$ cat src/rtl/irq_route_pkg.sv
package irq_route_pkg;
  localparam int LINES_PER_CPU = 32;
  localparam int FIRST_PRIVATE_ID = 16;
  localparam int REG_BITS = 32;
endpackage

$ cat src/rtl/irq_state_bank.sv
module irq_state_bank
  import irq_route_pkg::*;
#(
  parameter int NUM_SPI   = 32,
  parameter int NUM_CPU   = 2,
  parameter int W         = 128,
  parameter int WORDS     = 4,
  parameter int AW        = 2
) (
  input  logic                clk,
  input  logic                rst,
  input  logic [W-1:0]        lines_i,
  input  logic [AW-1:0]       addr_i,
  input  logic [REG_BITS-1:0] wdata_i,
  input  logic                trig_we_i,
  input  logic                clr_we_i,
  output logic [REG_BITS-1:0] rd_trig_o,
  output logic [REG_BITS-1:0] rd_pend_o,
  output logic [W-1:0]        chg_o,
  output logic                err_o
);
  logic [W-1:0] legal, lvl_q, trig_q, pend_q;
  logic [W-1:0] diff, set_vec, clr_vec;

  for (genvar i = 0; i < W; i++) begin : g_legal
    if (i < NUM_SPI) begin : g_shared
      assign legal[i] = 1'b1;
    end else begin : g_private
      assign legal[i] = (((i - NUM_SPI) % LINES_PER_CPU) >= FIRST_PRIVATE_ID) &&
                        (((i - NUM_SPI) / LINES_PER_CPU) < NUM_CPU);
    end
  end

  for (genvar w = 0; w < WORDS; w++) begin : g_clr
    assign clr_vec[w*REG_BITS +: REG_BITS] =
      (clr_we_i && addr_i == AW'(w)) ? wdata_i : '0;
  end

  assign diff    = (lines_i ^ lvl_q) & legal;
  assign set_vec = diff & lines_i & trig_q;
  assign chg_o   = diff;

  always_ff @(posedge clk) begin
    if (rst) begin
      lvl_q     <= '0;
      trig_q    <= '0;
      pend_q    <= '0;
      rd_trig_o <= '0;
      rd_pend_o <= '0;
      err_o     <= 1'b0;
    end else begin
      lvl_q  <= lvl_q ^ diff;
      pend_q <= ((pend_q & ~clr_vec) | set_vec) & legal;
      err_o  <= |(lines_i & ~legal);
      rd_trig_o <= '0;
      rd_pend_o <= '0;
      for (int w = 0; w < WORDS; w++) begin
        if (trig_we_i && addr_i == AW'(w))
          trig_q[w*REG_BITS +: REG_BITS] <= wdata_i & legal[w*REG_BITS +: REG_BITS];
        if (addr_i == AW'(w)) begin
          rd_trig_o <= trig_q[w*REG_BITS +: REG_BITS];
          rd_pend_o <= pend_q[w*REG_BITS +: REG_BITS];
        end
      end
    end
  end

  // a pending bit only turns on from an edge set in the previous cycle
  assert_pend_from_edge_R4: assert property (@(posedge clk) disable iff (rst)
    (pend_q & ~$past(pend_q) & ~$past(set_vec)) == '0);

  // a set in the same cycle as a clear survives
  assert_set_beats_clear_R9: assert property (@(posedge clk) disable iff (rst)
    (pend_q & $past(set_vec)) == $past(set_vec));

  // illegal lines never hold trigger or pending state
  assert_illegal_quiet_R5: assert property (@(posedge clk) disable iff (rst)
    ((pend_q | trig_q | lvl_q) & ~legal) == '0);
endmodule

$ cat src/rtl/irq_upd_queue.sv
module irq_upd_queue
  import irq_route_pkg::*;
#(
  parameter int NUM_SPI = 32,
  parameter int W       = 128,
  parameter int IDW     = 6
) (
  input  logic           clk,
  input  logic           rst,
  input  logic [W-1:0]   chg_i,
  output logic           upd_valid_o,
  output logic           upd_private_o,
  output logic [IDW-1:0] upd_num_o
);
  localparam int PW = $clog2(W);

  logic [W-1:0]  wait_q, pool;
  logic [PW-1:0] pick;
  logic          any;

  always_comb begin
    pool = wait_q | chg_i;
    any  = |pool;
    pick = '0;
    for (int i = W - 1; i >= 0; i--)
      if (pool[i]) pick = PW'(i);
  end

  always_ff @(posedge clk) begin
    if (rst) begin
      wait_q        <= '0;
      upd_valid_o   <= 1'b0;
      upd_private_o <= 1'b0;
      upd_num_o     <= '0;
    end else begin
      upd_valid_o <= any;
      wait_q      <= any ? (pool & ~(W'(1) << pick)) : pool;
      if (int'(pick) < NUM_SPI) begin
        upd_private_o <= 1'b0;
        upd_num_o     <= IDW'(int'(pick) + LINES_PER_CPU);
      end else begin
        upd_private_o <= 1'b1;
        upd_num_o     <= IDW'((int'(pick) - NUM_SPI) / LINES_PER_CPU);
      end
    end
  end

  // any change yields a strobe in the next cycle
  assert_strobe_after_change_R7: assert property (@(posedge clk) disable iff (rst)
    (chg_i != '0) |=> upd_valid_o);

  // nothing waiting and nothing changed means no strobe
  assert_quiet_when_idle_R3: assert property (@(posedge clk) disable iff (rst)
    (wait_q == '0 && chg_i == '0) |=> !upd_valid_o);
endmodule

$ cat src/rtl/irq_route_latch.sv
module irq_route_latch
  import irq_route_pkg::*;
#(
  parameter int NUM_IRQ   = 64,
  parameter int NUM_CPU   = 2,
  parameter int NUM_SLOTS = 3
) (
  input  logic                                          clk,
  input  logic                                          rst,
  input  logic [NUM_IRQ-32+32*NUM_SLOTS-1:0]            irq_lines_i,
  input  logic [$clog2((NUM_IRQ-32)/32+NUM_SLOTS)-1:0]  cfg_addr_i,
  input  logic [31:0]                                   cfg_wdata_i,
  input  logic                                          cfg_trig_we_i,
  input  logic                                          cfg_clr_we_i,
  output logic [31:0]                                   rd_trig_o,
  output logic [31:0]                                   rd_pend_o,
  output logic                                          upd_valid_o,
  output logic                                          upd_private_o,
  output logic [$clog2(NUM_IRQ)-1:0]                    upd_num_o,
  output logic                                          map_err_o
);
  localparam int NUM_SPI = NUM_IRQ - LINES_PER_CPU;
  localparam int W       = NUM_SPI + LINES_PER_CPU * NUM_SLOTS;
  localparam int WORDS   = W / REG_BITS;
  localparam int AW      = $clog2(WORDS);
  localparam int IDW     = $clog2(NUM_IRQ);

  logic [W-1:0] chg;

  irq_state_bank #(
    .NUM_SPI(NUM_SPI), .NUM_CPU(NUM_CPU), .W(W), .WORDS(WORDS), .AW(AW)
  ) u_bank (
    .clk(clk), .rst(rst), .lines_i(irq_lines_i), .addr_i(cfg_addr_i),
    .wdata_i(cfg_wdata_i), .trig_we_i(cfg_trig_we_i), .clr_we_i(cfg_clr_we_i),
    .rd_trig_o(rd_trig_o), .rd_pend_o(rd_pend_o), .chg_o(chg), .err_o(map_err_o)
  );

  irq_upd_queue #(
    .NUM_SPI(NUM_SPI), .W(W), .IDW(IDW)
  ) u_queue (
    .clk(clk), .rst(rst), .chg_i(chg), .upd_valid_o(upd_valid_o),
    .upd_private_o(upd_private_o), .upd_num_o(upd_num_o)
  );

  // a processor strobe names an existing processor
  assert_cpu_in_range_R2: assert property (@(posedge clk) disable iff (rst)
    (upd_valid_o && upd_private_o) |-> (int'(upd_num_o) < NUM_CPU));

  // a shared strobe names an ID above the private range
  assert_shared_id_range_R1: assert property (@(posedge clk) disable iff (rst)
    (upd_valid_o && !upd_private_o) |-> (int'(upd_num_o) >= LINES_PER_CPU));
endmodule

$ cat config.mk
export PLATFORM = sky130hd
export DESIGN_NAME = irq_route_latch
export DESIGN_NICKNAME = d
export VERILOG_FILES = /design/src/rtl/irq_route_pkg.sv /design/src/rtl/irq_state_bank.sv /design/src/rtl/irq_upd_queue.sv /design/src/rtl/irq_route_latch.sv
export SDC_FILE = /design/constraint.sdc
export NUM_CORES = 1
export LEC_CHECK = 0
export BUFFER_PORTS_ARGS = -buffer_cell sky130_fd_sc_hd__buf_2
export CAP_MARGIN = 0
export CORE_MARGIN = 4
export CORE_UTILIZATION = 50
export DETAILED_ROUTE_END_ITERATION = 10
export PLACE_DENSITY = 0.75
export SYNTH_ARGS = -nofsm -noshare
export SYNTH_HDL_FRONTEND = slang
export SYNTH_SLANG_ARGS = --single-unit
$ cat constraint.sdc
create_clock -name clk -period 7.15 [get_ports clk]
set_input_delay 0.715 -clock clk [delete_from_list [all_inputs] [get_ports clk]]
set_output_delay 0.715 -clock clk [all_outputs]
set_load 0.05 [all_outputs]
==> reports/qor.yml <==
setup_path:
  crit_chain: "inv_1 > ha_1 > nand2b_1 > a311oi_1 > o2111ai_1 > a21oi_1 > o311a_1 > o21ai_2 > a21oi_4 > and3_1 > a211oi_1"
  startpoint_type: "flop"
  critPathKind: "reg2reg"
  cp_data_required_time_ns: 7.51
  crit_path_max_incr_delay_ns: 0.86
  cp-end-kind: "flop"
  crit_fanout: 19
  cp_slowest_cell: "and3_1"
  path_buf_inv: 1
  crit_family: "compound AO/OA/AOI/OAI gates"
  arrival_ns: 4.32
grt:
  grt_overflow: 0
  antenna_found_initial: 3
  grt_util_met3: 0.04709
  grt_pass1_wl_mm: 80.14
  grt_util_met2: 0.4442
  grtUsageMet1: 0.3346
  grt_max_degree: 258
  track_usage: 0.2592
  grt_pass1_vias: 14896
  grt-busiest-layer: "met2"
synthesis:
  synth_area_mm2: 0.01726
  yosys_warnings: 0
  syn_inst: 1981
  yosysSeqAreaShare: 0.4559
  yosys.area.top_type: "dfxtp_1"
  ys_types: 85
  synth_edf_count: 0
  yosysTopAreaCellShare: 0.4559
  postSynthAreaPerCell_um2: 8.711
  synth_seq_cells: 393
  synth_fp_nets: 2214
  synth_ff_type: "dfxtp_1"
  async_reset_ff_frac: 0
  synthTopCellsByArea: "dfxtp_1 46%, nor2_1 5.5%, a21oi_1 5.4%"
floorplan:
  rows: 67
  core_mm2: 0.03378
  start_util: 0.5108
  die_area_mm2: 0.03755
  die_w_um: 193.8
  ios: 239
  chipHeight_um: 193.8
power:
  switching_share: 0.3103
  comb_power_share: 0.246
  switching_power_w: 0.002018
  p_clk_frac: 0.350
  peakVddDrop_uv: 183.8
  p_int_w: 0.004485
  leakagePower_nw: 8.285
  p_seq_frac: 0.404
  p_per_area_mw_per_mm2: 321.7
layout:
  nFillCells: 2898
  final_common_cell: "dfxtp_1"
  drive_gt1_frac: 0.1701
  nets: 2417
  final_cell_mix: "393 x dfxtp_1, 254 x nor2_1, 237 x buf_2"
  area_growth_pct: 17.13
  seq_area_mm2: 0.007868
  multi_input_area_mm2: 0.008721
timing:
  fin_skew_ns: 0.01354
  worst_hold_slack_ns: 0.4345
  slew_violations: 0
  period_share: 0.5540
  slew_headroom: 0.2407
  setup_tns_ns: 0
  fmax_ghz: 0.2525
  layout_min_cycle_time_ns: 3.961
  rsz0062_at_grt: "no"
  hold_violations: 0
  setup_viol: 0
  worst_slew_pin_slew_ns: 1.139
  fin_ws_ns: 3.189
cts:
  cts_hold_buffers: 0
  numCtsBuffers: 42
  post_cts_buffers: 0
  clk_pin_slew_ns: 0.06
  cts-htree-levels: 2
  cts_sinks: 393
  root_buffer: "clkbuf_16"
  cts_tree: "yes"
  clockBufferDepth: 3
  cts_resized: 0
  worstSkewPairLatency_ns: 0.53
routing:
  drt-initial-drc-count: 1522
  drtAntennaViolNets: 0
  drcViolationCount: 0
  drt_wl_total_mm: 50.96
  wl_per_cell_um: 19.10
  via_count: 15159
  drt-vias-per-instance: 5.682
  dr.pass1.iters: 6
min_path:
  hp-class: "in2reg"
placement:
  portBuffers: 238
  dpl_worst_slack_ns: 2.837
  globalplace.congestion: 0.9927
  hpwl_mm: 36.17
flow_run:
  maxCapViolCount: 0
status:
  outcome: "complete, no violations"
[logic make-up (layout without fill, tap and decap cells)]
family | Yosys count | after routing | share of synthesized area
AO/OA/AOI/OAI | 402 | 402 | 0.1502
XOR/XNOR | 64 | 64 | 0.03248
adder cells (fa/ha/maj) | 67 | 67 | 0.04858
buffers and inverters | 172 | 407 | 0.03930
flip-flops | 393 | 393 | 0.4559
multiplexers | 34 | 34 | 0.01972
other | 1 | 5 | 0.0002173
AND/OR/NAND/NOR | 848 | 848 | 0.2536
[registers in the layout, indices dropped and copies added (netlist names)]
register and count:
u_bank.rd_pend_o 32, u_queue.wait_q 128, u_queue.upd_private_o 1, u_bank.pend_q 64
u_bank.lvl_q 64, u_queue.upd_num_o 6, u_queue.upd_valid_o 1, u_bank.trig_q 64
u_bank.err_o 1, u_bank.rd_trig_o 32
[area by class of cell]
cell class                 count  area share
antenna                        4   0.0004952
sequential                   393      0.3892
clock inverter                16     0.01046
timing repair buffer         246     0.06301
tap                          448     0.02773
multi-input combinational   1416      0.4314
clock buffer                  60     0.06184
inverter                      85     0.01578
[path summary, 6_finish.rpt]
check | start | slack, ns | cells after the start | to
max | u_bank.lvl_q[49] | 3.19 | 11 | u_queue.wait_q[94]
min | cfg_wdata_i[12] | 0.43 | 3 | u_bank.trig_q[12]
max reg2reg | u_bank.lvl_q[49] | 3.19 | 11 | u_queue.wait_q[94]
min reg2reg | u_bank.pend_q[9] | 0.46 | 1 | u_bank.rd_pend_o[9]
[worst reg2reg max path, delay by kind of cell (launching register included)]
family	cells	cell delay, ns
AOI/OAI and AO/OA	7	2.05
and+or+nand+nor	2	1.01
DFF	1	0.34
adders and majority gates	1	0.33
buffers and inverters	1	0.05
[cell usage after synthesis, types with 36 or more instances]
| master | n |
|---|---|
| nor4_1 | 44 |
| a22oi_1 | 64 |
| nand2b_1 | 136 |
| ha_1 | 67 |
| xor2_1 | 64 |
| nor2_1 | 254 |
| dfxtp_1 | 393 |
| inv_1 | 85 |
| nand2_1 | 217 |
| nor2b_1 | 36 |
| a21oi_1 | 185 |
| and2_1 | 39 |
| clkbuf_1 | 75 |
[power by group through the flow]
stage,clock network [W],registers [W],logic [W]
floorplan,0,0.00266,0.00107
global placement,0,0.00266,0.00152
detailed placement,0,0.00267,0.00156
CTS,0.00229,0.00263,0.00158
global route,0.00239,0.00266,0.00175
finish,0.00228,0.00263,0.00160
[routing by layer]
| layer | part of all wire | vias to the layer above |
|---|---|---|
| met5 | 0 | - |
| met1 | 0.42 | 7209 |
| met4 | 0.026 | 0 |
| met2 | 0.48 | 623 |
| li1 | - | 7223 |
| met3 | 0.078 | 104 |
[per-stage QoR]
step | instances | instance area (µm²) | total power (W) | util
floorplan | 1981 | 17260 | 0.003730 | -
global placement | 2588 | 18740 | 0.004177 | 0.5548
detailed placement | 2588 | 18740 | 0.004229 | 0.5548
CTS | 2664 | 20200 | 0.006499 | 0.5980
global route | 2667 | 20210 | 0.006807 | 0.5982
finish | 2668 | 20210 | 0.006502 | 0.5983
No activity file was read; power rests on OpenSTA's default activity.
